$ cat src/rtl/pte_pkg.sv
package pte_pkg;
  localparam int NUM_SLOTS = 16;
  localparam int REG_W     = 5;
  localparam int NUM_REGS  = 1 << REG_W;
  localparam int NUM_ROWS  = 2 * NUM_REGS;
  localparam int SLOT_W    = $clog2(NUM_SLOTS);
  localparam int ROW_W     = $clog2(NUM_ROWS);

  typedef struct packed {
    logic             bank;
    logic             zero;
    logic             inv;
    logic [REG_W-1:0] pred;
    logic [REG_W-1:0] key;
    logic             fp;
  } slot_t;

  typedef struct packed {
    logic             en;
    logic             bank;
    logic             zero;
    logic             inv;
    logic [REG_W-1:0] pred;
  } row_t;

  // Floating-point rows sit above the integer rows.
  function automatic logic [ROW_W-1:0] row_of(input logic fp, input logic [REG_W-1:0] key);
    return {fp, key};
  endfunction

  function automatic row_t row_from_slot(input slot_t s);
    row_t r;
    r.en   = 1'b1;
    r.bank = s.bank;
    r.zero = s.zero;
    r.inv  = s.inv;
    r.pred = s.pred;
    return r;
  endfunction

  // Inert slot value used at reset (reserved bank).
  function automatic slot_t idle_slot();
    slot_t s;
    s      = '0;
    s.bank = 1'b1;
    return s;
  endfunction
endpackage

$ cat src/rtl/pte_slot_store.sv
module pte_slot_store
  import pte_pkg::*;
#(
  parameter int SLOTS = NUM_SLOTS,
  localparam int IW   = $clog2(SLOTS)
) (
  input  logic          clk,
  input  logic          rst_n,
  input  logic          wr_en,
  input  logic [IW-1:0] wr_idx,
  input  slot_t         wr_slot,
  input  logic [IW-1:0] rd_idx,
  output slot_t         rd_slot
);
  slot_t mem_q [SLOTS];

  always_ff @(posedge clk) begin
    if (!rst_n) begin
      for (int i = 0; i < SLOTS; i++) mem_q[i] <= idle_slot();
    end else if (wr_en) begin
      mem_q[wr_idx] <= wr_slot;
    end
  end

  assign rd_slot = mem_q[rd_idx];
endmodule

$ cat src/rtl/pte_walker.sv
module pte_walker
  import pte_pkg::*;
#(
  parameter int SLOTS = NUM_SLOTS,
  localparam int IW   = $clog2(SLOTS)
) (
  input  logic          clk,
  input  logic          rst_n,
  input  logic          start,
  output logic          clear,
  output logic          apply,
  output logic [IW-1:0] apply_idx,
  output logic          commit,
  output logic          busy
);
  typedef enum logic [1:0] {W_IDLE, W_CLEAR, W_APPLY, W_COMMIT} wstate_t;
  wstate_t       state_q;
  logic [IW-1:0] idx_q;
  logic          last_slot;

  assign last_slot = (idx_q == IW'(SLOTS - 1));
  assign busy      = (state_q != W_IDLE);
  assign clear     = (state_q == W_CLEAR);
  assign apply     = (state_q == W_APPLY);
  assign apply_idx = idx_q;
  // A restart during the commit cycle keeps the old live table.
  assign commit    = (state_q == W_COMMIT) && !start;

  always_ff @(posedge clk) begin
    if (!rst_n) begin
      state_q <= W_IDLE;
      idx_q   <= '0;
    end else if (start) begin
      state_q <= W_CLEAR;
      idx_q   <= '0;
    end else begin
      unique case (state_q)
        W_CLEAR:  state_q <= W_APPLY;
        W_APPLY: begin
          if (last_slot) state_q <= W_COMMIT;
          else           idx_q   <= idx_q + 1'b1;
        end
        W_COMMIT: state_q <= W_IDLE;
        default:  state_q <= W_IDLE;
      endcase
    end
  end

  a_r7_busy_after_write: assert property (@(posedge clk) disable iff (!rst_n)
    start |=> busy);
  a_r7_idle_after_commit: assert property (@(posedge clk) disable iff (!rst_n)
    commit |=> !busy);
  a_r9_restart_clears: assert property (@(posedge clk) disable iff (!rst_n)
    start |=> clear);
endmodule

$ cat src/rtl/pte_table.sv
module pte_table
  import pte_pkg::*;
#(
  parameter int ROWS = NUM_ROWS,
  localparam int RW  = $clog2(ROWS)
) (
  input  logic          clk,
  input  logic          rst_n,
  input  logic          clear,
  input  logic          apply,
  input  slot_t         apply_slot,
  input  logic          commit,
  input  logic [RW-1:0] lk_row,
  output row_t          lk_out
);
  row_t [ROWS-1:0] shadow_q;
  row_t [ROWS-1:0] live_q;
  logic            apply_go;
  logic [RW-1:0]   apply_row;

  assign apply_go  = apply && !apply_slot.bank;
  assign apply_row = RW'(row_of(apply_slot.fp, apply_slot.key));

  always_ff @(posedge clk) begin
    if (!rst_n) begin
      shadow_q <= '0;
    end else if (clear) begin
      shadow_q <= '0;
    end else if (apply_go) begin
      shadow_q[apply_row] <= row_from_slot(apply_slot);
    end
  end

  always_ff @(posedge clk) begin
    if (!rst_n)      live_q <= '0;
    else if (commit) live_q <= shadow_q;
  end

  assign lk_out = live_q[lk_row];

  a_r4_clear_empties: assert property (@(posedge clk) disable iff (!rst_n)
    clear |=> (shadow_q == '0));
  a_r2_row_enabled: assert property (@(posedge clk) disable iff (!rst_n)
    apply_go |=> shadow_q[$past(apply_row)].en);
  a_r6_reserved_skipped: assert property (@(posedge clk) disable iff (!rst_n)
    (apply && apply_slot.bank && !clear) |=> $stable(shadow_q));
  a_r8_live_held: assert property (@(posedge clk) disable iff (!rst_n)
    !commit |=> $stable(live_q));
endmodule

$ cat src/rtl/pred_table_expander.sv
module pred_table_expander
  import pte_pkg::*;
(
  input  logic             clk,
  input  logic             rst_n,
  input  logic             wr_en,
  input  logic [SLOT_W-1:0] wr_idx,
  input  logic             wr_fp,
  input  logic [REG_W-1:0] wr_key,
  input  logic [REG_W-1:0] wr_pred,
  input  logic             wr_inv,
  input  logic             wr_zero,
  input  logic             wr_bank,
  output logic             busy,
  input  logic             lk_fp,
  input  logic [REG_W-1:0] lk_reg,
  output logic             lk_en,
  output logic             lk_inv,
  output logic             lk_zero,
  output logic             lk_bank,
  output logic [REG_W-1:0] lk_pred
);
  slot_t             wr_slot, walk_slot;
  logic              walk_clear, walk_apply, walk_commit;
  logic [SLOT_W-1:0] walk_idx;
  row_t              row_out;

  assign wr_slot = '{bank: wr_bank, zero: wr_zero, inv: wr_inv,
                     pred: wr_pred, key: wr_key, fp: wr_fp};

  pte_slot_store #(.SLOTS(NUM_SLOTS)) u_store (
    .clk(clk), .rst_n(rst_n), .wr_en(wr_en), .wr_idx(wr_idx),
    .wr_slot(wr_slot), .rd_idx(walk_idx), .rd_slot(walk_slot));

  pte_walker #(.SLOTS(NUM_SLOTS)) u_walker (
    .clk(clk), .rst_n(rst_n), .start(wr_en), .clear(walk_clear),
    .apply(walk_apply), .apply_idx(walk_idx), .commit(walk_commit), .busy(busy));

  pte_table #(.ROWS(NUM_ROWS)) u_table (
    .clk(clk), .rst_n(rst_n), .clear(walk_clear), .apply(walk_apply),
    .apply_slot(walk_slot), .commit(walk_commit),
    .lk_row(row_of(lk_fp, lk_reg)), .lk_out(row_out));

  assign lk_en   = row_out.en;
  assign lk_inv  = row_out.inv;
  assign lk_zero = row_out.zero;
  assign lk_bank = row_out.bank;
  assign lk_pred = row_out.pred;

  a_r1_reset_idle: assert property (@(posedge clk) !rst_n |=> !busy);
endmodule

$ cat config.mk
export PLATFORM = sky130hd
export DESIGN_NAME = pred_table_expander
export DESIGN_NICKNAME = d
export VERILOG_FILES = /design/src/rtl/pte_pkg.sv /design/src/rtl/pte_slot_store.sv /design/src/rtl/pte_walker.sv /design/src/rtl/pte_table.sv /design/src/rtl/pred_table_expander.sv
export SDC_FILE = /design/constraint.sdc
export NUM_CORES = 2
export LEC_CHECK = 0
export ABC_AREA = 1
export BUFFER_PORTS_ARGS = -buffer_cell sky130_fd_sc_hd__buf_2
export CAP_MARGIN = 0
export CELL_PAD_IN_SITES_DETAIL_PLACEMENT = 1
export CELL_PAD_IN_SITES_GLOBAL_PLACEMENT = 2
export CORE_AREA = 5 5 404 406
export DETAILED_ROUTE_END_ITERATION = 7
export DIE_AREA = 0 0 409 411
export PLACE_DENSITY = 0.78
export SLEW_MARGIN = 10
export SYNTH_ARGS = -nofsm -noshare
export SYNTH_HDL_FRONTEND = slang
export SYNTH_HIERARCHICAL = 1
export SYNTH_SLANG_ARGS = --single-unit
$ cat constraint.sdc
create_clock -name clk -period 3.61 [get_ports clk]
set_clock_uncertainty 0.2 [all_clocks]
set_input_delay 0.722 -clock clk [delete_from_list [all_inputs] [get_ports clk]]
set_output_delay 0.722 -clock clk [all_outputs]
set_load 0.05 [all_outputs]
# Word level (Yosys, flattened, before mapping)
# Memories as Yosys holds them, arrays and structs flattened. A register that Yosys moved wholly into a read port is not among the register bits.
# Index checks and enable logic that the tools add are counted.
[totals] ff_bits=1158 ram_bits=224 in_bits=27 word_cells=683 n_memories=1
[memory_table] name="u_store.mem_q" depth=16 width=14 rd=1 rd_ports_with_merged_regs=1 wr=16 line="pte_slot_store.sv:15" rtl="slot_t mem_q [SLOTS];"
[classes] add_sub_neg=1 n_lt_le_gt_ge=3 eq_ne=6 n_mux=17 n_bitwise=2 n_reduce_logical=10
[op_table] op="576-bit bitwise mux" count=1
[op_table] op="9-bit binary-select mux with 6-bit select" count=1
[op_table] op="9-bit demux with 6-bit select" count=1
[op_table] op="9-bit two-way mux" count=2
[op_table] op="6-bit by 7-bit less-than comparator with 1-bit output (second input constant)" count=2
[op_table] op="14-bit two-way mux" count=1
[op_table] op="14-bit OR reduction" count=1
[op_table] op="4-bit two-way mux" count=3
[op_table] op="6-bit by 1-bit greater-or-equal comparator with 1-bit output (second input constant)" count=1
[op_table] op="1-bit two-way mux" count=6
[op_table] op="4-bit by 1-bit adder with 4-bit output (second input constant)" count=1
[op_table] op="2-bit equality test (second input constant)" count=2
[op_table] op="4-bit equality test (second input constant)" count=1
[op_table] op="2-bit case mux with 2 select lines" count=1
[op_table] op="2-bit OR reduction" count=2
[op_table] op="1-bit logical AND" count=3
[op_table] op="3-bit inequality test (second input constant)" count=1
[op_table] op="2-bit by 1-bit equality test with 1-bit output (second input constant)" count=1
[op_table] op="1-bit logical NOT" count=2
[op_table] op="2-bit two-way mux" count=1
[op_table] op="2-bit inequality test (second input constant)" count=1
[op_table] op="1-bit inverter" count=2
[op_table] op="2-bit AND reduction" count=1
[op_table] op="2-bit nonzero test" count=1

# Logic depth before layout (Yosys ltp)
[depth] word_depth=5 mapped_depth=18

# Modules after synthesis
# The synthesis kept the hierarchy.
[by_module_without_submodules] mod="pte_table" n_inst=1 cells_each=5851 area_per_inst_um2=43774.5 seq_area_each_um2=23062.1
[by_module_without_submodules] mod="pte_slot_store" n_inst=1 cells_each=1235 area_per_inst_um2=11023.1 seq_area_each_um2=6726.5
[by_module_without_submodules] mod="pte_walker" n_inst=1 cells_each=51 area_per_inst_um2=374.1 seq_area_each_um2=120.1

# Worst setup path before layout
# OpenSTA, ideal clock, no wires.
[synth_timing] path_kind="input to output" from="input port lk_reg[0]" to="output port lk_pred[3]" arrival_time_ns=2.223 required_time_ns=2.688 setup_slack_ns=0.465 cell_stages=11 n_path_buf=3 cell_sequence="buf_2 -> clkbuf_1 -> clkbuf_1 -> nand2_1 -> nand3_1 -> nand3_1 -> nand2_1 -> nand2_1 -> nand3_1 -> nand3_1 -> nand2_1"
[synth_via] elab_chain_len=2
[synth_lines] item="start, declared" line="pred_table_expander.sv:16" rtl="input logic [REG_W-1:0] lk_reg,"
[synth_lines] item="9-bit binary-select mux with 6-bit select" line="pte_table.sv:39" rtl="assign lk_out = live_q[lk_row];"
[synth_lines] item="9-bit two-way mux (implied by the code)" line="pte_table.sv:39"
[synth_lines] item="end, declared" line="pred_table_expander.sv:21" rtl="output logic [REG_W-1:0] lk_pred"
# Every way passes these cells. The select of a mux whose other input is x is not followed.

# Worst setup path in the final report
[layout_timing] from="input port lk_reg[0]" to="output port lk_en"
[layout_via] elab_chain_len=2
[layout_lines] item="9-bit binary-select mux with 6-bit select" line="pte_table.sv:39"
[layout_lines] item="9-bit two-way mux (implied by the code)" line="pte_table.sv:39"
[layout_lines] item="end, declared" line="pred_table_expander.sv:17" rtl="output logic lk_en,"
# Every way passes these cells. The select of a mux whose other input is x is not followed.

==> reports/results.ini <==
[worst_setup_path]
critPathKind = in2out
reg2reg_slack_ns = 0.19
crit_arrival_ns = 2.69
cp-start-kind = primary input
slowest_delay_ns = 0.22
r2r-start = u_walker/apply_idx[0]
path_buf_inv = 5
critical_path.max_fanout = 24
crit_slowest_cell = buf_12
end_kind = primary output
crit_chain = buf_8 > inv_8 > buf_12 > buf_4 > nand2_1 > nand3_1 > nand3_1 > nand2_1 > nand2_1 > nand3_1 > nand3_1 > nand2_1 > buf_12
crit_path_start = lk_reg[0]
required_ns = 2.69
critPathTopFamily = simple AND/OR/NAND/NOR gates

[worst_hold_path]
min_from = wr_idx[0]
hp-class = in2reg

[sta]
slew-limit-headroom_pct = 25.92
finalHoldViolCount = 0
max_freq_ghz = 0.2772
period_needed_ns = 3.608
finalSetupViolCount = 0
max_slew.worst_pin.slew_ns = 1.111
period_share_pct = 99.95
fin_ws_ns = 0.001975
maxSlewViolCount = 0
whs_ns = 0.09873
rsz0062_at_grt = false

[power_and_ir_drop]
seqPwrFrac_pct = 46.8
p_sw_share_pct = 25.24
switching_power_mw = 8.613
clock_power_share_pct = 46.6
combPwrFrac_pct = 6.6
ir_worst_vdd_v = 0.0004858
power_density_nw_per_um2 = 534.4
leakage_nw = 27.57
p_int_mw = 25.51

[clock_tree]
cts_tree = yes
h-tree-depth = 4
numCtsBuffers = 158
clockBufferDepth = 3
clkSinkCount = 1382
cts_hold_buf = 0
insertion_delay_ns = 0.82
cts_setup_buffers = 0
clk_pin_slew_ns = 0.05
cts-root-buf = clkbuf_16

[cells_and_area]
drive_gt1_share_pct = 9.323
fill_cells = 18970
layout_common_cells = 1577 x nor2_1, 1156 x dfxtp_1, 1118 x nand2_1, 969 x o21ai_0, 666 x nand3_1
final_common_cell = nor2_1
area_growth_pct = 15.72
diodes = 0
nNetsFinal = 7047

[yosys]
synth_cell_types = 35
yosysWarnings = 6
synth.area.top_cells = dfxtp_1 42%, edfxtp_1 12%, nor2_1 11%
yosysTopAreaCell = dfxtp_1
synth-async-reset-ratio_pct = 0
ys_seq_area_share_pct = 54.21
synth_top_area_share_pct = 42.02
synth_seq_cells = 1382
synth_fp_nets = 7170
synthFlopType = dfxtp_1
synth_area_sq_um = 55170
synth.avg_cell_area_sq_um = 7.730
netlist_instances = 7137
synth_edf_count = 224

[floorplan]
core_area_sq_um = 159500
die_area_sq_um = 168100
num_io_pins = 37
row_count = 147
die_width_um = 409
die_h_um = 411
initial_core_util_pct = 34.60

[grt]
grt_pass1_vias = 48980
grt_max_degree = 234
antenna_found_initial = 0
groute.usage.overall_pct = 22.68
grt_overflow = 0
grt_first_pass_wirelength_um = 299900

[place]
dpl.hpwl_um = 118400
pre_cts_ws_ns = 0.006394
place_congestion = 0.8202
portBuffers = 36

[route]
avgRoutedWirePerCell_um = 21.17
num_vias = 48050
drc_errors = 0
wirelength_um = 195100
vias_per_cell = 5.212
first_iter_violations = 3255
dr.pass1.iters = 5
ant_nets = 0

[status]
status = finished clean

[run]
cap_viol_max_count = 0

[worst paths after layout]
| kind | end | depth (start not counted) |
|---|---|---|
| min | u_store/mem_q[4][13] | 3 |
| max reg2reg | u_table/shadow_q[189] | 15 |
| max | lk_en | 13 |
| min reg2reg | u_table/shadow_q[196] | 2 |
[cell type report]
cell class | instances | area (sq um) | share of cell area [%]
flip-flops and latches | 1382 | 29910 | 46.85
multi-input cells | 4932 | 21880 | 34.27
clock buffers | 226 | 4522 | 7.082
repair buffers | 274 | 3261 | 5.107
well taps | 2086 | 2610 | 4.088
inverters | 266 | 1032 | 1.617
clock inverters | 53 | 626.9 | 0.9818
[cells by family after synthesis]
kind of cell | after synthesis | synth area share, %
and+or+nand+nor | 3470 | 25.96
DFF | 1382 | 54.21
AOI/OAI and AO/OA | 1456 | 13.50
buffers and inverters | 823 | 6.193
adders and majority gates | 6 | 0.1361
[timing repair]
item	in CTS	in global routing
endpoints found under the setup margin	1	6
hold endpoints to repair	0	0
gates resized for setup	1	7
gates cloned	0	0
[Yosys cell counts, types with 6 or more instances]
master    count
nor2_1     1579
dfxtp_1    1158
nand2_1    1124
o21ai_0     969
nand3_1     667
a21oi_1     422
clkbuf_1    379
edfxtp_1    224
inv_1       221
buf_2       101
nor2_2       52
inv_2        42
buf_1        41
a211oi_1     27
o21ai_1      22
buf_4        19
buf_6        16
nor2_4       16
a211oi_2     10
nand2_4       8
ha_1          6
[flip-flops by register name, indices dropped and copies added (netlist names)]
register and cells:
u_walker/state_q 2, u_store/mem_q 224, u_walker/apply_idx 4, u_table/live_q 576, u_table/shadow_q 576
[per-layer routing]
| metal | global-route usage (%) | part of all wire [%] | vias to the layer above |
|---|---|---|---|
| li1 | - | - | 23050 |
| met1 | 30.33 | 46 | 23900 |
| met2 | 38.26 | 47 | 807 |
| met3 | 2.850 | 3.6 | 294 |
| met4 | 7.150 | 3.0 | 0 |
| met5 | 0 | 0 | - |
[power by group through the flow]
stage / combinational [mW] / clock (mW) / sequential [mW]
2_1_floorplan: 1.18 / 0 / 16.3
3_3_place_gp: 2.24 / 0 / 16.3
3_5_place_dp: 2.26 / 0 / 16.3
4_1_cts: 2.27 / 16.3 / 16.0
5_1_grt: 2.40 / 16.9 / 16.0
6_report: 2.26 / 15.9 / 16.0
[worst reg2reg max path: stages, from the launching register on]
cell and delay [ns]:
dfxtp_4 0.36, clkinv_2 0.07, buf_12 0.24, buf_12 0.25, nand2_1 0.07, nand2_1 0.06, nand2_1 0.07, nand3_1 0.10
nand3_1 0.13, nand2_1 0.29, buf_4 0.21, nand4_4 0.46, nor2_1 0.39, buf_4 0.22, o21ai_0 0.10, a21oi_1 0.14
[metrics by stage]
step	instance area, sq um	power [mW]	util (%)	setup TNS, ns	instances
global route	63850	35.31	40.04	0	9219
detailed placement	58670	18.57	36.79	0	8940
CTS	63830	34.53	40.02	0	9219
global placement	58670	18.54	36.79	-0.007093	8940
finish	63850	34.12	40.04	0	9219
floorplan	55170	17.46	-	0	7137
Power figures use the tool's default switching activity.
